`config.mk`:
```
export PLATFORM = sky130hd
export DESIGN_NAME = pwmtick_gen
export DESIGN_NICKNAME = d
export VERILOG_FILES = /design/src/rtl/pwmtick_pkg.sv /design/src/rtl/pwmtick_prescaler.sv /design/src/rtl/pwmtick_extsync.sv /design/src/rtl/pwmtick_chan.sv /design/src/rtl/pwmtick_gen.sv
export SDC_FILE = /design/constraint.sdc
export NUM_CORES = 1
export LEC_CHECK = 0
export ABC_AREA = 1
export BUFFER_PORTS_ARGS = -buffer_cell sky130_fd_sc_hd__buf_4
export CAP_MARGIN = 20
export CORE_ASPECT_RATIO = 0.5
export CORE_MARGIN = 3
export CORE_UTILIZATION = 34
export DETAILED_ROUTE_END_ITERATION = 10
export GPL_ROUTABILITY_DRIVEN = 0
export PLACE_DENSITY = 0.53
export SLEW_MARGIN = 20
export SYNTH_ARGS = -nofsm -noshare
export SYNTH_HDL_FRONTEND = slang
export SYNTH_SLANG_ARGS = --single-unit
```
`constraint.sdc`:
```
create_clock -name clk -period 1.82 [get_ports clk]
set_clock_uncertainty 0.1 [all_clocks]
set_input_delay 0.091 -clock clk [delete_from_list [all_inputs] [get_ports clk]]
set_output_delay 0.091 -clock clk [all_outputs]
set_load 0.1 [all_outputs]
```
`src/rtl/pwmtick_pkg.sv`:
```
package pwmtick_pkg;

  localparam int CODE_W = 4;

  typedef enum logic {
    CFG_PRESCALE = 1'b0,
    CFG_SELECT   = 1'b1
  } cfg_target_e;

  // divide exponent for a select code, saturated at the divider width
  function automatic int unsigned tick_shift(logic [CODE_W-1:0] code,
                                             int unsigned base,
                                             int unsigned max_shift);
    int unsigned sum;
    sum = int'(code) + base;
    return (sum > max_shift) ? max_shift : sum;
  endfunction

  // group index: 0 for the leading channels, 1 for the rest
  function automatic int unsigned group_of(int unsigned ch, int unsigned grp0_count);
    return (ch < grp0_count) ? 0 : 1;
  endfunction

  function automatic logic code_is_ext(logic [CODE_W-1:0] code,
                                       logic [(1<<CODE_W)-1:0] ext_codes);
    return ext_codes[code];
  endfunction

endpackage

```
`src/rtl/pwmtick_prescaler.sv`:
```
module pwmtick_prescaler #(
  parameter int PRE_W = 8
) (
  input  logic             clk,
  input  logic             rst_n,
  input  logic             restart,
  input  logic [PRE_W-1:0] divide_m1,
  output logic             stb
);
  logic [PRE_W-1:0] cnt_q;

  assign stb = (cnt_q == divide_m1);

  always_ff @(posedge clk) begin
    if (!rst_n || restart) cnt_q <= '0;
    else if (stb)          cnt_q <= '0;
    else                   cnt_q <= cnt_q + 1'b1;
  end
endmodule

```
`src/rtl/pwmtick_extsync.sv`:
```
module pwmtick_extsync (
  input  logic clk,
  input  logic rst_n,
  input  logic ext_async,
  output logic rise
);
  logic meta_q, sync_q, prev_q;

  always_ff @(posedge clk) begin
    if (!rst_n) begin
      meta_q <= 1'b0;
      sync_q <= 1'b0;
      prev_q <= 1'b0;
    end else begin
      meta_q <= ext_async;
      sync_q <= meta_q;
      prev_q <= sync_q;
    end
  end

  assign rise = sync_q & ~prev_q;
endmodule

```
`src/rtl/pwmtick_chan.sv`:
```
module pwmtick_chan
  import pwmtick_pkg::*;
#(
  parameter int unsigned       MAX_SHIFT = 4,
  parameter int unsigned       DIV_BASE  = 0,
  parameter logic [15:0]       EXT_CODES = 16'h0010
) (
  input  logic              clk,
  input  logic              rst_n,
  input  logic              restart,
  input  logic              pre_stb,
  input  logic              ext_rise,
  input  logic [CODE_W-1:0] code,
  output logic              ext_sel,
  output logic              tick
);
  logic [MAX_SHIFT-1:0] div_q;
  logic [MAX_SHIFT-1:0] mask;
  logic                 fire;
  int unsigned          shift;

  always_comb begin
    shift = tick_shift(code, DIV_BASE, MAX_SHIFT);
    for (int i = 0; i < MAX_SHIFT; i++) mask[i] = (i < shift);
  end

  assign ext_sel = code_is_ext(code, EXT_CODES);
  assign fire    = pre_stb && ((div_q & mask) == mask) && !restart;

  always_ff @(posedge clk) begin
    if (!rst_n || restart) div_q <= '0;
    else if (pre_stb)      div_q <= div_q + 1'b1;
  end

  always_ff @(posedge clk) begin
    if (!rst_n)       tick <= 1'b0;
    else if (ext_sel) tick <= ext_rise;
    else              tick <= fire;
  end
endmodule

```
`src/rtl/pwmtick_gen.sv`:
```
module pwmtick_gen
  import pwmtick_pkg::*;
#(
  parameter int unsigned NUM_CH    = 5,
  parameter int unsigned GRP0_CH   = 2,
  parameter int unsigned PRE_W     = 8,
  parameter int unsigned MAX_SHIFT = 4,
  parameter int unsigned DIV_BASE  = 0,
  parameter logic [15:0] EXT_CODES = 16'h0010
) (
  input  logic clk,
  input  logic rst_n,
  input  logic cfg_wr,
  input  logic cfg_addr,
  input  logic [((2*PRE_W > CODE_W*NUM_CH) ? 2*PRE_W : CODE_W*NUM_CH)-1:0] cfg_wdata,
  input  logic [1:0] ext_i,
  output logic [NUM_CH-1:0] tick_o
);
  localparam int PRE_BITS = 2 * PRE_W;
  localparam int SEL_BITS = CODE_W * NUM_CH;

  logic [PRE_BITS-1:0] pre_word_q;
  logic [SEL_BITS-1:0] sel_word_q;
  logic [1:0]          pre_stb;
  logic [1:0]          ext_rise;
  logic [NUM_CH-1:0]   ext_sel;
  logic                restart;

  assign restart = cfg_wr;

  always_ff @(posedge clk) begin
    if (!rst_n) begin
      pre_word_q <= '0;
      sel_word_q <= '0;
    end else if (cfg_wr) begin
      if (cfg_addr == CFG_PRESCALE) pre_word_q <= cfg_wdata[PRE_BITS-1:0];
      else                          sel_word_q <= cfg_wdata[SEL_BITS-1:0];
    end
  end

  for (genvar g = 0; g < 2; g++) begin : g_grp
    pwmtick_prescaler #(.PRE_W(PRE_W)) u_pre (
      .clk       (clk),
      .rst_n     (rst_n),
      .restart   (restart),
      .divide_m1 (pre_word_q[g*PRE_W +: PRE_W]),
      .stb       (pre_stb[g])
    );
    pwmtick_extsync u_sync (
      .clk       (clk),
      .rst_n     (rst_n),
      .ext_async (ext_i[g]),
      .rise      (ext_rise[g])
    );
  end

  for (genvar c = 0; c < NUM_CH; c++) begin : g_ch
    localparam int unsigned GRP = group_of(c, GRP0_CH);
    pwmtick_chan #(
      .MAX_SHIFT (MAX_SHIFT),
      .DIV_BASE  (DIV_BASE),
      .EXT_CODES (EXT_CODES)
    ) u_chan (
      .clk      (clk),
      .rst_n    (rst_n),
      .restart  (restart),
      .pre_stb  (pre_stb[GRP]),
      .ext_rise (ext_rise[GRP]),
      .code     (sel_word_q[c*CODE_W +: CODE_W]),
      .ext_sel  (ext_sel[c]),
      .tick     (tick_o[c])
    );
  end
endmodule

```
Word level (Yosys, flattened, before mapping)
Memories as Yosys holds them, arrays and structs flattened. A register that Yosys moved wholly into a read port is not among the register bits.
Cells that the tools add are included.
{ "word_totals": {"regBits": 83, "mem_bits_ro": 80, "inputBits": 26, "output_inout_bits": 5, "elab_cells": 121, "memories": 5} }
{ "memory_table": {"columns": ["memory", "depth", "width", "read_ports", "rd_clocked_by_memory_dff", "write_ports", "line", "rtl"], "rows": [
  ["(no name shown)", 16, 1, 1, 1, 0, "pwmtick_pkg.sv:26", "return ext_codes[code];"],
  ["(no name shown)", 16, 1, 1, 1, 0, "pwmtick_pkg.sv:26", null],
  ["(no name shown)", 16, 1, 1, 1, 0, "pwmtick_pkg.sv:26", null],
  ["(no name shown)", 16, 1, 1, 1, 0, "pwmtick_pkg.sv:26", null],
  ["(no name shown)", 16, 1, 1, 1, 0, "pwmtick_pkg.sv:26", null]
]} }
{ "classes": {"add_sub_neg": 7, "magnitude_cmp": 30, "eq_ne": 7, "n_mux": 25, "n_bitwise": 10, "n_reduce_logical": 17} }
{ "ops": {"columns": ["op", "n"], "rows": [
  ["< comparator 1 x 32 -> 1 bit, first input constant", 10],
  ["< comparator 2 x 32 -> 1 bit, first input constant", 10],
  ["two-way mux 4 bit", 15],
  ["< comparator 4 x 5 -> 1 bit, second input constant", 5],
  ["adder 4 x 1 -> 4 bit, second input constant", 5],
  ["bitwise AND 4 bit", 5],
  ["== test 4 bit", 5],
  ["greater-than comparator 4 x 3 -> 1 bit, second input constant", 5],
  ["adder 8 x 1 -> 8 bit, second input constant", 2],
  ["== test 8 bit", 2],
  ["logical AND 1 bit", 10],
  ["two-way mux 1 bit", 10],
  ["AND reduction 2 bit", 2],
  ["OR reduction 2 bit", 2],
  ["NOT 1 bit", 3],
  ["bitwise AND 1 bit", 2],
  ["zero test 1 bit", 2],
  ["logical OR 1 bit", 1]
]} }

Longest topological paths before layout
Gate-level depths: netlist (run 1).
{ "depth": {"word_depth": 8, "depth_mapped": 10, "depth_no_buf": 9} }

Hierarchy
A second synthesis (run 1) with hierarchy kept.
{ "unflattened": {"cells_unflattened": 602, "area_unflattened_um2": 4050.1} }
{ "modules_own_cells": {"columns": ["module", "instances", "cells_each", "area_each_um2", "seq_area_each_um2"], "rows": [
  ["pwmtick_chan", 5, 48, 289.0, 100.1],
  ["pwmtick_gen", 1, 194, 1408.9, 720.7],
  ["pwmtick_prescaler", 2, 73, 505.5, 160.2],
  ["pwmtick_extsync", 2, 11, 92.6, 60.1]
]} }

Least setup slack after synthesis (run 1)
OpenSTA, ideal clock, no wires.
{ "synth_timing": {"path_kind": "register -> register", "startpoint": "register g_grp[1].u_pre.cnt_q[5]", "endpoint": "register g_grp[1].u_pre.cnt_q[7]", "setup_time_ps": 123, "arrival_time_ps": 1083, "required_time_ps": 1597, "path_slack_ps": 515, "path_stages_with_launch": 7, "n_path_buf": 0, "synth_period_minus_slack_ps": 1305, "cell_sequence": "dfxtp_1 > xnor2_1 > nand2_1 > nor2_4 > nand2_2 > nand2_1 > nor2_1"} }
{ "synth_via": {"elab_chain_cells": 2, "elab_cells_between_ends": 3, "cone_classes": "1 x add/sub; 1 x eq/ne; 1 x reduce/logical"} }
{ "synth_lines": {"columns": ["element", "line", "rtl"], "rows": [
  ["start: declaration", "pwmtick_prescaler.sv:10", "logic [PRE_W-1:0] cnt_q;"],
  ["start signal: assignment", "pwmtick_prescaler.sv:17", "else cnt_q <= cnt_q + 1'b1;"],
  ["branches (longest 2 deep; another with adder 8 x 1 -> 8 bit)", null, null]
]} }
Parallel ways; which one is timed is not known.
A chain may end at the register's enable or synchronous reset.

Worst setup path in the final report (run 1)
{ "layout_timing": {"startpoint": "input port rst_n", "endpoint": "register g_ch[3].u_chan.div_q[3]"} }
{ "layout_via": {"elab_chain_cells": 2} }
{ "layout_lines": {"columns": ["element", "line", "rtl"], "rows": [
  ["start: declaration", "pwmtick_gen.sv:12", "input logic rst_n,"],
  ["zero test 1 bit", "pwmtick_chan.sv:31", "if (!rst_n || restart) div_q <= '0;"],
  ["logical OR 1 bit", "pwmtick_chan.sv:31", null],
  ["end signal: assignment", "pwmtick_chan.sv:32", "else if (pre_stb) div_q <= div_q + 1'b1;"],
  ["end: declaration", "pwmtick_chan.sv:17", "logic [MAX_SHIFT-1:0] div_q;"]
]} }
Every way passes these cells.

==> impl_metrics.csv, run 1 <==
group,metric,value,unit
clocking,cts.sink_count,88,
place,dp_cells,744,
synth,syn_area,4020,um2
sta,tightest_slew,0.626,ns
die,die_y,82.9,um
clocking,cts_made_buffers,9,
die,core-area,11200,um2
critical_path,crit_arrival,1.77,ns
sta,finalHoldViolations,0,
synth,yosysTopAreaCell,"dfxtp_1",
sta,slew_violations,0,
die,dieWidth,160,um
sta,worst_slack,0.214,ns
clocking,cts_tree,"done",
critical_path,path_delay_family,"buffers and inverters",
die,rows,27,
sta,maxSlewHeadroom,58.2,%
clocking,worstSkewPairLatency,0.33,ns
sta,fin_setup_tns,0,ns
clocking,root_buffer,"clkbuf_16",
global_routing,grt_max_degree,30,
clocking,path_clk_slew,0.06,ns
route,ant_nets,0,
critical_path,end_kind,"flip-flop",
route,wirelength,9340,um
global_routing,overflow,0,
route,via_count,3290,
status,status,"complete, no violations",
critical_path,crit_fanout,10,
final_layout,multiInputGateArea,1890,um2
place,post-place-ws,0.183,ns
final_layout,regArea,1760,um2
route,wl_per_cell,12.0,um
global_routing,grt_pass1_vias,3168,
route,dr.first_iter.drc_count,190,
place,hpwl,6830,um
synth,syn_avg_cell_area,7.12,um2
critical_path,path_cells,"dlygate4sd3_1 -> buf_4 -> inv_2 -> nor2_1 -> clkinv_1 -> a21oi_1",
final_layout,nets,647,
clocking,clk_path_buf_depth,2,
final_layout,final_cells,778,
route,route.detailed.drc,0,
sta,fmax,0.623,GHz
sta,setup_viol_count_final,0,
critical_path,slowest_stage,"dlygate4sd3_1",
synth,yosysMostFrequentCell,"nor2_1",
global_routing,grtUsageTotal,15.0,%
synth,synthFlopType,"dfxtp_1",
synth,syn-num-nets,598,
global_routing,antenna_found_initial,0,
final_layout,area_growth_syn_to_layout,21.8,%
min_path,hp-class,"in -> reg",
sta,rsz0062_at_grt,"false",
synth,synth.area.top_cells,"dfxtp_1 (44%), nor2_1 (12%), nand2_1 (11%)",
synth,ys_warn_count,0,
die,pin_count,31,
critical_path,critical_path_class,"in -> reg",
clocking,htreeDepth,3,
power_and_ir_drop,ir_drop,0.390,mV
die,die-area,13200,um2
route,via_per_inst,4.23,
critical_path,crit_buf_inv,4,
sta,fin_crit,1.61,ns
synth,synth_cell_types,26,
place,dpl_cell_area,4390,um2
flow_run,max_cap_viol_count,0,
final_layout,fin_util,43.6,%
synth,async_reset_ff_share,0,%
die,initial_utilization,35.7,%
critical_path,startpoint_type,"input port",
power_and_ir_drop,leakagePower,2.22,nW
synth,yosysTopAreaCellShare,43.8,%
final_layout,final_area,4900,um2
critical_path,worstPathRequired,1.98,ns
critical_path,cp_slowest_stage_delay,0.53,ns
final_layout,diodes,0,
final_layout,final.fill_count,1162,
sta,finalCritPeriodShare,88.2,%
route,dr.pass1.iters,6,
synth,ys_seq_area_share,43.8,%
synth,synth-seq-cells,88,
place,portBuffers,30,
power_and_ir_drop,power_density,965,nW/um2
synth,synthCells,565,
synth,synth_edf_count,0,
synth,ys_top_cells_by_count,"nor2_1 (128), nand2_1 (116), dfxtp_1 (88)",
global_routing,grt_pass1_wl,16000,um
final_layout,drive_gt1_share,13.9,%
report_power, final:
| group | internal [mW] | switching, mW |
|---|---|---|
| Clock | 1.28 | 0.763 |
| Combinational | 0.236 | 0.375 |
| Sequential | 2.01 | 0.0625 |
| Total | 3.53 | 1.20 |
what timing repair did:
action                                  CTS  global route
hold buffers                             18             0
gates resized for setup                   0             1
setup buffers                             0             0
hold endpoints to repair                 24             0
endpoints found under the setup margin    0             1
routing by layer:
metal  global-route usage, %  vias to the layer above  share of wire [%]
met2                    20.6                       24                 38
met1                    22.9                     1430                 58
met4                    4.41                        0               0.79
li1                        -                     1830                  -
met5                       0                        -                  0
met3                    3.44                        6                2.5
worst paths after layout:
path | start | end | slack, ns | cells after the start
worst max-delay path | rst_n | g_ch[3].u_chan.div_q[3] | 0.21 | 6
worst min-delay path | cfg_wdata[0] | pre_word_q[0] | 0.02 | 3
worst max register to register | g_grp[1].u_pre.cnt_q[5] | g_ch[2].u_chan.div_q[1] | 0.27 | 7
worst min register to register | g_grp[1].u_sync.meta_q | g_grp[1].u_sync.sync_q | 0.32 | 2
tightest hold or removal path, delay by kind of cell:
| kind | cells | cell delay [ns] |
|---|---|---|
| AO/OA/AOI/OAI | 2 | 0.22 |
| buffers and inverters | 1 | 0.10 |
layout by cell type, fill, tap and decap left out, types with 2 or more instances in the layout:
cell           count
bufinv_16          2
ha_1               7
xnor2_1           12
xor2_1            16
clkbuf_8           2
nand3_1           36
nor2_2             2
inv_2              3
a21oi_1           23
inv_1             60
nor2_1           128
o21ai_0           25
dfxtp_1           88
or2_2             13
clkbuf_16          9
dlygate4sd3_1     18
nor3_2             5
nand2_2            6
buf_4             39
nor2_4             2
nand2_1          115
clkinv_2           2
metrics by stage:
step | hold slack [ns] | power (mW)
after floorplan | 0.0886 | 2.51
after global placement | 0.179 | 2.70
after detailed placement | 0.180 | 2.70
after CTS | 0.00513 | 4.79
after global routing | 0.00280 | 4.96
final | 0.0216 | 4.73
kinds of logic after synthesis:
| group | share of synthesized area (%) |
|---|---|
| buffers and inverters | 9.15 |
| xor gates and xnor gates | 6.10 |
| and+or+nand+nor | 32.8 |
| DFF | 43.8 |
| AOI/OAI and AO/OA | 5.97 |
| adders and majority gates | 2.18 |
sequential cells by signal, indices dropped and copies added (netlist names):
name / flops
g_grp.u_pre.cnt_q: 16
sel_word_q: 20
g_ch.u_chan.tick: 5
g_grp.u_sync.prev_q: 2
pre_word_q: 16
g_ch.u_chan.ext_sel: 5
g_ch.u_chan.div_q: 20
g_grp.u_sync.meta_q: 2
g_grp.u_sync.sync_q: 2
area by class of cell:
type / instances / share of cell area, %
Inverter: 64 / 4.90
Clock buffer: 11 / 5.16
Multi-Input combinational cell: 394 / 38.7
Clock inverter: 5 / 1.61
Timing Repair Buffer: 57 / 9.65
Tap cell: 159 / 4.06
Sequential cell: 88 / 36.0
Power figures use the tool's default switching activity.
==> run 2: changes to the inputs <==
==> constraint.sdc (replaced) <==
create_clock -name clk -period 1.82 [get_ports clk]
set_clock_uncertainty 0.1 [all_clocks]
set_input_delay 0 -clock clk [delete_from_list [all_inputs] [get_ports clk]]
set_output_delay 0 -clock clk [all_outputs]
set_load 0.1 [all_outputs]
==> run 2 against run 1 <==
Effect of this change: critical path depth is the same; sequential cell count is the same; global-route usage is 0.15 points lower; combinational power about the same; first-iteration DRC count increased by 4.7%; final area about the same; register-to-register slack worse by 0.097 ns; clock-buffer cell count grew 2; routed wire length is 2.3% higher; final cell count grew 0.39%; sequential share of layout area hardly changed.
==> impl_metrics.csv, run 2 (synthesized netlist as in run 1, its figures left out) <==
group,metric,value,unit
status,status,"complete, no violations",
clocking,root_buffer,"clkbuf_16",
final_layout,diodes,0,
critical_path,crit_arrival,1.76,ns
critical_path,r2r-start,"g_grp[1].u_pre.cnt_q[5]",
die,die_y,82.9,um
power_and_ir_drop,leakagePower,2.22,nW
die,die-area,13200,um2
power_and_ir_drop,p_switching,1.17,mW
route,ant_nets,0,
global_routing,grtUsageTotal,14.8,%
sta,finalCritPeriodShare,90.5,%
global_routing,grt_pass1_wl,15800,um
place,portBuffers,30,
sta,slew_violations,0,
final_layout,drive_gt1_share,13.3,%
final_layout,nets,650,
power_and_ir_drop,ir_drop,0.473,mV
global_routing,grt_max_degree,30,
sta,maxSlewHeadroom,58.9,%
clocking,cts_made_buffers,9,
global_routing,overflow,0,
route,wl_per_cell,12.2,um
route,route.detailed.drc,0,
route,dr.first_iter.drc_count,199,
route,via_count,3372,
clocking,cts_tree,"done",
sta,setup_viol_count_final,0,
power_and_ir_drop,clockPowerShare,41.0,%
power_and_ir_drop,power_density,932,nW/um2
critical_path,startpoint_type,"flip-flop",
critical_path,crit_fanout,12,
die,dieWidth,160,um
critical_path,crit_path_start,"g_grp[1].u_pre.cnt_q[5]",
final_layout,layout_common_cells,"nor2_1 (128), nand2_1 (116), dfxtp_1 (88)",
clocking,worstSkewPairLatency,0.34,ns
die,rows,27,
final_layout,layout_commonest_cell,"nor2_1",
critical_path,reg2reg_slack,0.17,ns
critical_path,reg2regPathDepth,6,
sta,fmax,0.607,GHz
clocking,holdBufCountCts,21,
final_layout,top_regs,"g_ch.u_chan.div_q x20, sel_word_q x20",
final_layout,final.fill_count,1157,
final_layout,area_growth_syn_to_layout,21.7,%
min_path,min_from,"cfg_wdata[17]",
clocking,clk_path_buf_depth,2,
sta,fin_crit,1.65,ns
sta,finalHoldViolations,0,
die,initial_utilization,35.7,%
sta,rsz0062_at_grt,"false",
power_and_ir_drop,finalPower,4.56,mW
critical_path,cp-endpoint,"g_grp[1].u_pre.cnt_q[7]",
critical_path,critical_path_class,"reg -> reg",
place,hpwl,6810,um
flow_run,max_cap_viol_count,0,
global_routing,grt_pass1_vias,3134,
critical_path,worstPathRequired,1.94,ns
power_and_ir_drop,p_int,3.39,mW
clocking,post_cts_buffers,0,
clocking,path_clk_slew,0.06,ns
power_and_ir_drop,pwr-share-seq,45.5,%
clocking,ctsResizeCount,0,
power_and_ir_drop,swShare,25.7,%
critical_path,end_kind,"flip-flop",
sta,fin_setup_tns,0,ns
clocking,htreeDepth,3,
sta,tightest_slew,0.616,ns
route,dr.pass1.iters,4,
route,via_per_inst,4.32,
critical_path,r2r_end,"g_grp[1].u_pre.cnt_q[7]",
min_path,hp-class,"in -> reg",
die,pin_count,31,
clocking,cts.sink_count,88,
route,wirelength,9550,um
power_and_ir_drop,power_frac_comb,13.5,%
global_routing,antenna_found_initial,0,
die,core-area,11200,um2
==> run 2: power by group through the flow <==
stage / registers (mW) / logic (mW) / clock network [mW]
floorplan: 2.10 / 0.408 / 0
global placement: 2.12 / 0.577 / 0
detailed placement: 2.12 / 0.577 / 0
CTS: 2.08 / 0.615 / 1.92
global route: 2.09 / 0.695 / 1.99
finish: 2.08 / 0.614 / 1.87
==> run 2: cell type report <==
cell class / count / area, um2 / area share, %
Clock buffer: 13 / 260 / 5.32
Tap cell: 159 / 199 / 4.06
Inverter: 64 / 240 / 4.91
Multi-Input combinational cell: 394 / 1890 / 38.6
Clock inverter: 3 / 40.0 / 0.818
Timing Repair Buffer: 60 / 503 / 10.3
Sequential cell: 88 / 1760 / 36.0
==> run 2: worst min-delay path by stage <==
stage,depth (start not counted),endpoint,slack [ns]
floorplan,2,g_grp[0].u_sync.meta_q,-0.002
global placement,3,g_grp[1].u_sync.meta_q,0.09
detailed placement,3,g_grp[1].u_sync.meta_q,0.09
CTS,5,sel_word_q[17],0.03
global route,5,sel_word_q[17],0.05
finish,5,sel_word_q[17],0.03
==> run 2: worst max-delay path: stages (launching register included) <==
cell and delay [ns]:
dfxtp_1 0.41, xnor2_1 0.14, nand2_1 0.12, nor2_4 0.19
nand2_2 0.18, nand2_1 0.30, nor2_1 0.09
==> run 2: through the flow <==
step	cells	setup slack, ns	area [um2]	hold slack [ns]	utilization [%]
6_report	781	0.173	4900	0.0288	43.5
3_3_place_gp	744	0.228	4390	0.0874	39.0
3_5_place_dp	744	0.178	4390	0.0877	39.0
4_1_cts	781	0.173	4900	0.0263	43.5
2_1_floorplan	565	0.515	4020	-0.00237	-
5_1_grt	781	0.0117	4900	0.0496	43.5
==> run 2: metal layers <==
| layer | wire [um] | vias to the layer above | GRT usage (%) |
|---|---|---|---|
| li1 | - | 1834 | - |
| met3 | 387 | 9 | 3.74 |
| met1 | 5230 | 1480 | 21.8 |
| met2 | 3840 | 49 | 21.4 |
| met4 | 93 | 0 | 4.02 |
| met5 | 0 | - | 0 |
